**config.mk**
```make
export PLATFORM = sky130hd
export DESIGN_NAME = gpi_smi_stat
export DESIGN_NICKNAME = d
export VERILOG_FILES = /design/src/rtl/gpi_smi_pkg.sv /design/src/rtl/gpi_smi_cell.sv /design/src/rtl/gpi_smi_regif.sv /design/src/rtl/gpi_smi_merge.sv /design/src/rtl/gpi_smi_stat.sv
export SDC_FILE = /design/constraint.sdc
export NUM_CORES = 1
export LEC_CHECK = 0
export ABC_AREA = 1
export BUFFER_PORTS_ARGS = -buffer_cell sky130_fd_sc_hd__buf_2
export CAP_MARGIN = 15
export CORE_AREA = 2 2 101 103
export DETAILED_ROUTE_END_ITERATION = 8
export DIE_AREA = 0 0 103 105
export SLEW_MARGIN = 5
export SYNTH_ARGS = -nofsm -noshare
export SYNTH_HDL_FRONTEND = slang
export SYNTH_SLANG_ARGS = --single-unit
```
**constraint.sdc**
```tcl
create_clock -name clk -period 1.96 [get_ports clk]
set_input_delay 0.098 -clock clk [delete_from_list [all_inputs] [get_ports clk]]
set_output_delay 0.098 -clock clk [all_outputs]
set_load 0.03 [all_outputs]
```
**src/rtl/gpi_smi_pkg.sv**
```systemverilog
package gpi_smi_pkg;

  localparam int unsigned OWN_W = 3;
  typedef logic [OWN_W-1:0] owner_t;

  // owner code meaning "firmware owns this pad"
  localparam owner_t HOST_OWNER = '0;

  // word addresses on the register port
  localparam int unsigned STS_WORD = 0;
  localparam int unsigned EN_WORD  = 1;

  typedef enum logic [1:0] {
    BIT_ABSENT = 2'd0,
    BIT_W1C    = 2'd1,
    BIT_LIVE   = 2'd2
  } bit_kind_e;

  // a pad event counts only in GPIO input mode with host ownership
  function automatic logic evt_qualified(logic level, logic gpi_mode, owner_t owner);
    return level & gpi_mode & (owner == HOST_OWNER);
  endfunction

  function automatic bit_kind_e kind_of(logic is_w1c, logic is_live);
    if (is_w1c)  return BIT_W1C;
    if (is_live) return BIT_LIVE;
    return BIT_ABSENT;
  endfunction

endpackage

```
**src/rtl/gpi_smi_cell.sv**
```systemverilog
module gpi_smi_cell
  import gpi_smi_pkg::*;
#(
  parameter bit_kind_e KIND = BIT_ABSENT
) (
  input  logic clk,
  input  logic rst_n,
  input  logic set_i,
  input  logic clr_i,
  output logic sts_o
);

  generate
    if (KIND == BIT_W1C) begin : g_w1c
      // sticky bit: hardware set has priority over software clear
      always_ff @(posedge clk or negedge rst_n) begin
        if (!rst_n)     sts_o <= 1'b0;
        else if (set_i) sts_o <= 1'b1;
        else if (clr_i) sts_o <= 1'b0;
      end
    end else if (KIND == BIT_LIVE) begin : g_live
      logic unused_clr;
      assign unused_clr = clr_i;
      always_ff @(posedge clk or negedge rst_n) begin
        if (!rst_n) sts_o <= 1'b0;
        else        sts_o <= set_i;
      end
    end else begin : g_absent
      logic unused_in;
      assign unused_in = clk ^ rst_n ^ set_i ^ clr_i;
      assign sts_o = 1'b0;
    end
  endgenerate

endmodule

```
**src/rtl/gpi_smi_regif.sv**
```systemverilog
module gpi_smi_regif
  import gpi_smi_pkg::*;
#(
  parameter int unsigned       REG_W     = 32,
  parameter int unsigned       ADDR_W    = 2,
  parameter logic [REG_W-1:0]  IMPL_MASK = '0,
  parameter logic [REG_W-1:0]  W1C_MASK  = '0
) (
  input  logic              clk,
  input  logic              rst_n,
  input  logic              wr_i,
  input  logic              rd_i,
  input  logic [ADDR_W-1:0] addr_i,
  input  logic [REG_W-1:0]  wdata_i,
  input  logic [REG_W-1:0]  sts_i,
  output logic [REG_W-1:0]  en_o,
  output logic [REG_W-1:0]  clr_o,
  output logic [REG_W-1:0]  rdata_o
);

  localparam logic [ADDR_W-1:0] STS_A = ADDR_W'(STS_WORD);
  localparam logic [ADDR_W-1:0] EN_A  = ADDR_W'(EN_WORD);

  function automatic logic [REG_W-1:0] read_mux(logic [ADDR_W-1:0] a,
                                                logic [REG_W-1:0] sts,
                                                logic [REG_W-1:0] en);
    if (a == STS_A) return sts;
    if (a == EN_A)  return en;
    return '0;
  endfunction

  logic wr_sts, wr_en_word;
  assign wr_sts     = wr_i && (addr_i == STS_A);
  assign wr_en_word = wr_i && (addr_i == EN_A);

  assign clr_o = wr_sts ? (wdata_i & W1C_MASK) : '0;

  always_ff @(posedge clk or negedge rst_n) begin
    if (!rst_n)          en_o <= '0;
    else if (wr_en_word) en_o <= wdata_i & IMPL_MASK;
  end

  always_ff @(posedge clk or negedge rst_n) begin
    if (!rst_n)    rdata_o <= '0;
    else if (rd_i) rdata_o <= read_mux(addr_i, sts_i, en_o);
  end

endmodule

```
**src/rtl/gpi_smi_merge.sv**
```systemverilog
module gpi_smi_merge #(
  parameter int unsigned NUM = 32
) (
  input  logic           clk,
  input  logic           rst_n,
  input  logic [NUM-1:0] sts_i,
  input  logic [NUM-1:0] en_i,
  input  logic [NUM-1:0] route_i,
  output logic [NUM-1:0] req_vec_o,
  output logic           smi_o
);

  assign req_vec_o = sts_i & en_i & route_i;

  always_ff @(posedge clk or negedge rst_n) begin
    if (!rst_n) smi_o <= 1'b0;
    else        smi_o <= |req_vec_o;
  end

endmodule

```
**src/rtl/gpi_smi_stat.sv**
```systemverilog
module gpi_smi_stat
  import gpi_smi_pkg::*;
#(
  parameter int unsigned          NUM_PADS  = 32,
  parameter int unsigned          ADDR_W    = 2,
  parameter logic [NUM_PADS-1:0]  W1C_MASK  = 32'h0090_4000,
  parameter logic [NUM_PADS-1:0]  LIVE_MASK = 32'h0100_0000
) (
  input  logic                      clk,
  input  logic                      rst_n,
  input  logic [NUM_PADS-1:0]       pad_level_evt,
  input  logic [NUM_PADS-1:0]       pad_gpi_mode,
  input  logic [NUM_PADS*OWN_W-1:0] pad_owner,
  input  logic [NUM_PADS-1:0]       pad_route_smi,
  input  logic                      reg_wr_en,
  input  logic                      reg_rd_en,
  input  logic [ADDR_W-1:0]         reg_addr,
  input  logic [NUM_PADS-1:0]       reg_wdata,
  output logic [NUM_PADS-1:0]       reg_rdata,
  output logic                      smi_req
);

  localparam logic [NUM_PADS-1:0] IMPL_MASK = W1C_MASK | LIVE_MASK;

  // named internal events, visible to the bound checker
  logic [NUM_PADS-1:0] set_hit;
  logic [NUM_PADS-1:0] clr_hit;
  logic [NUM_PADS-1:0] sts_q;
  logic [NUM_PADS-1:0] en_q;
  logic [NUM_PADS-1:0] smi_vec;

  for (genvar p = 0; p < NUM_PADS; p++) begin : g_pad
    assign set_hit[p] = IMPL_MASK[p] &
                        evt_qualified(pad_level_evt[p], pad_gpi_mode[p],
                                      pad_owner[p*OWN_W +: OWN_W]);

    gpi_smi_cell #(
      .KIND (kind_of(W1C_MASK[p], LIVE_MASK[p]))
    ) u_cell (
      .clk   (clk),
      .rst_n (rst_n),
      .set_i (set_hit[p]),
      .clr_i (clr_hit[p]),
      .sts_o (sts_q[p])
    );
  end

  gpi_smi_regif #(
    .REG_W     (NUM_PADS),
    .ADDR_W    (ADDR_W),
    .IMPL_MASK (IMPL_MASK),
    .W1C_MASK  (W1C_MASK)
  ) u_regif (
    .clk     (clk),
    .rst_n   (rst_n),
    .wr_i    (reg_wr_en),
    .rd_i    (reg_rd_en),
    .addr_i  (reg_addr),
    .wdata_i (reg_wdata),
    .sts_i   (sts_q),
    .en_o    (en_q),
    .clr_o   (clr_hit),
    .rdata_o (reg_rdata)
  );

  gpi_smi_merge #(
    .NUM (NUM_PADS)
  ) u_merge (
    .clk       (clk),
    .rst_n     (rst_n),
    .sts_i     (sts_q),
    .en_i      (en_q),
    .route_i   (pad_route_smi),
    .req_vec_o (smi_vec),
    .smi_o     (smi_req)
  );

endmodule

```
### Yosys cells after proc, flatten, opt, wreduce, memory -nomap -nowiden

Cells that the tools add are included.

* equal/unequal tests: 1
* multiplexer cells: 16
* bitwise operators: 10
* reductions and logical operators: 11

Operators by type and width (number)
* $mux W32: 4
* $and A32 B32 Y32: 1
* $reduce_or A32 Y1: 1
* $and A25 B25 Y25: 1
* $mux W24: 1
* $logic_not A3 Y1: 4
* $mux W1: 11
* $and A1 B1 Y1: 8
* $reduce_bool A2 Y1: 3
* $eq A2 B1 Y1 const B: 1
* $logic_and A1 B1 Y1: 2
* $logic_not A2 Y1: 1

* register bits after elaboration: 41
* input bits: 230
* output and inout port bits: 33
* logic and storage cells: 45

### Logic depth before layout (Yosys ltp)

* depth in word-level cells: 7
* gate-level depth with buffers: 5
* depth with buffers taken out: 5

### Modules after synthesis

From an unflattened synthesis, not the netlist that was laid out.

* cell total of the unflattened synthesis: 425
* area, all modules: 2967.8 sq um

By module, submodules not included
* gpi_smi_regif: instances 1, cells an instance 232, area each 1926.8 sq um, seq. area each 900.9 sq um
* gpi_smi_merge: instances 1, cells an instance 96, area each 481.7 sq um, seq. area each 25.0 sq um
* gpi_smi_cell (g_pad[0].u_cell ...): instances 28, cells an instance 2, area each 11.3 sq um, seq. area each 0.0 sq um
* gpi_smi_cell (g_pad[14].u_cell ...): instances 3, cells an instance 5, area each 40.0 sq um, seq. area each 25.0 sq um
* gpi_smi_stat: instances 1, cells an instance 25, area each 98.8 sq um, seq. area each 0.0 sq um
* gpi_smi_cell (g_pad[24].u_cell): instances 1, cells an instance 1, area each 25.0 sq um, seq. area each 25.0 sq um

### Least setup slack after synthesis

No wires, ideal clock.

* kind: register -> register
* start: reg u_regif.rdata_o[14] (netlist name)
* end: reg u_regif.rdata_o[14]
* setup time: 0.117 ns
* arrival time: 0.616 ns
* data required time: 1.843 ns
* setup slack: 1.228 ns
* cell stages (with the launch flop): 3
* buffers on the path: 0
* clock period less this slack: 0.732 ns
* path through: dfrtp_1 -> nand2_1 -> nand2_1

RTL lines
* to (signal assigned): line gpi_smi_regif.sv:45 `else if (rd_i) rdata_o <= read_mux(addr_i, sts_i, en_o);`
* to (decl): line gpi_smi_regif.sv:18 `output logic [REG_W-1:0] rdata_o`

### Worst setup path in the final report

* start: reg u_regif.rdata_o[23]
* end: out reg_rdata[23]

RTL lines
* to (decl): line gpi_smi_stat.sv:19 `output logic [NUM_PADS-1:0] reg_rdata,`

No word-level cell between the ends.

==> summary.md <==
| Metric | Value |
|---|---|
| Buffers added on ports | 38 |
| Per-instance average area after synthesis | 7.75 sq um |
| Remaining antenna violation count | 0 |
| Largest buffer count on any clock path | 2 |
| Result of the run | completed |
| Total grt overflow | 0 |
| Class of the most critical setup path | flop to primary output |
| Clock skew | 0.000586 ns |
| Critical Path Fanout Max | 2 |
| Routed wirelength normalized by instance count | 7.93 microns |
| Number of top-level design ports | 263 |
| CTS tree | built |
| Final weighted congestion in routability-driven placement | 0.789 |
| Slowest CP cell | sky130_fd_sc_hd__dfrtp_1 |
| Placement row count | 36 |
| Power per Cell Area | 689 nW/um^2 |
| Part of the cycle the worst path needs | 47.0% |
| Initial antenna violation count | 0 |
| Count of vias placed by the detailed router | 736 |
| Pins Over Slew Limit | 0 |
| Total wire length | 2240 microns |
| Post-route cell area | 1140 sq um |
| Share of synthesized area occupied by flip-flops and latches | 38.9% |
| Final HPWL DP | 1970 microns |
| CP Data Arrival Time | 0.82 ns |
| Violation count after the first detailed-route iteration | 22 |
| Number of global-route vias before repair | 682 |
| First-pass GRT wire length | 3390 microns |
| Number of design rule violations left after detail routing | 0 |
| Minimum clock period | 0.920 ns |
| VDD IR-drop max | 0.173 mV |
| Number of hold buffers added after cts | 1 |
| Maxcap violations | 0 |
| Largest stage delay, worst path | 0.35 ns |
| Maximum number of pins on one net before global-route repair | 14 |
| CTS H-Tree Depth | 1 |
| Count of cell types in the netlist | 13 |
| Antenna Cells | 0 |
| Category of cells accounting for the largest share of critical-path delay | flip-flops |
| Post-synthesis cell area | 837 sq um |
| Ys Warns | 0 |
| Via/cell ratio | 2.60 |
| Die outline width | 103 microns |
| Setup repair bufs after CTS | 0 |
| Initial Util | 8.68% |
| Number of flip-flops and latches in the synthesized netlist | 13 |
| Floorplan die height | 105 microns |
| Ordered cell list for the critical path | buf_2 |
| CTS Root Cell | sky130_fd_sc_hd__clkbuf_8 |
| Full die area | 10,800 sq um |
| Kind of start point of the critical path | flop |
| Cts bufs inserted | 3 |
| Synthesized instance count | 108 |
| Type of element capturing the critical path | primary output |
| Cell Count Post-Placement | 278 |
| Final Hold Slack | 0.0121 ns |
| Latest clock arrival within the worst-skew pair | 0.24 ns |
| Final hold violation count | 0 |
| Cell Count, Final, Fillers Out | 283 |
| Sum of negative setup slack | 0 ns |
| Leak | 0.623 nW |
| Buffers and inverters on the worst path | 1 |
| Post-CTS resize count | 0 |
| Instance area after placement | 1080 sq um |
| CTS Sinks | 13 |
| Area share of the largest cell type after synthesis | 38.9% |
| Worst min-delay path category | primary input to flop |
| DR pass1 iterations | 4 |
| Post-synthesis to final-layout area growth | 36.2% |
| Endpoint required time on the critical path | 1.86 ns |
| Fmax | 1090 MHz |
| Final nets | 381 |
| GR Util All Layers | 4.21% |
| Fraction of layout instances using a drive strength above 1 | 29.3% |
| Final Power | 0.785 mW |
| Biggest area contributors in the synthesized netlist | sky130_fd_sc_hd__dfrtp_1 (39%), sky130_fd_sc_hd__buf_4 (25%), sky130_fd_sc_hd__nand2_1 (17%) |
| Area leader, netlist | sky130_fd_sc_hd__dfrtp_1 |
| Final setup violation count | 0 |
| Unrepaired setup endpoints after global routing | false |
| Core footprint | 9640 sq um |
| Clock-pin transition on the worst setup and hold timing paths | 0.05 ns |
## synth_stat cells, drive strengths merged
library cell and number:
nor2 4, dfrtp 13, inv 6, nand3b 1, nand2 38, nand3 12
buf 28, nand4 4, conb 1, nor3 1
## power breakdown
part | switching [mW] | leakage (nW) | internal (mW)
sequential | 0.0272 | 0.169 | 0.306
combinational | 0.156 | 0.431 | 0.0576
clock | 0.0953 | 0.0228 | 0.144
total | 0.278 | 0.623 | 0.507
## final timing paths
kind                                                to  depth (start not counted)                 from  slack (ns)
worst max register to register     u_regif.rdata_o[20]                          4     u_regif.en_o[20]        1.20
worst max-delay path                     reg_rdata[23]                          1  u_regif.rdata_o[23]        1.04
worst min register to register     u_regif.rdata_o[14]                          2  u_regif.rdata_o[14]        0.48
max in group asynchronous             u_regif.en_o[23]                          2                rst_n        1.45
min in group asynchronous          u_regif.rdata_o[20]                          2                rst_n        0.29
worst min-delay path            g_pad[24].u_cell.sts_o                          2        pad_owner[72]        0.01
## flip-flops by register name, summed over array words and instances, names as in the netlist
register            flops
u_regif.en_o            4
u_merge.smi_o           1
g_pad.u_cell.sts_o      4
u_regif.rdata_o         4
## kinds of logic after synthesis
group	synth area share, %
other	0.448
flip-flops	38.9
buffers and inverters	27.8
AND/OR/NAND/NOR	32.9
## layout make-up
type                       instances  area [sq um]
fill                            1151          8500
multi-input combinational         88           380
sequential                        13           325
timing repair buffer              39           200
tap                              133           166
clock buffer                       4          45.0
inverter                           6          22.5
## cell usage in the layout, fill, tap and decap left out, drive strengths merged
cell type / instances
buf: 38
clkbuf: 4
conb: 28
dfrtp: 13
dlygate4sd3: 1
inv: 6
nand2: 38
nand3: 12
nand3b: 1
nand4: 4
nor2: 4
nor3: 1
## per-layer routing
layer,part of all wire (%),vias to the layer above,GRT usage [%]
met1,43,317,5.12
met4,0.49,0,0.564
met2,40,48,5.80
met3,17,2,3.55
met5,0,-,0
li1,-,369,-
## per-stage QoR
| step | setup slack (ns) | utilization, % |
|---|---|---|
| 6_report | 1.04 | 11.8 |
| 5_1_grt | 1.01 | 11.8 |
| 4_1_cts | 1.03 | 11.8 |
| 3_5_place_dp | 1.19 | 11.3 |
| 3_3_place_gp | 1.21 | 11.3 |
| 2_1_floorplan | 1.23 | - |
(Power assumes the default switching activity.)
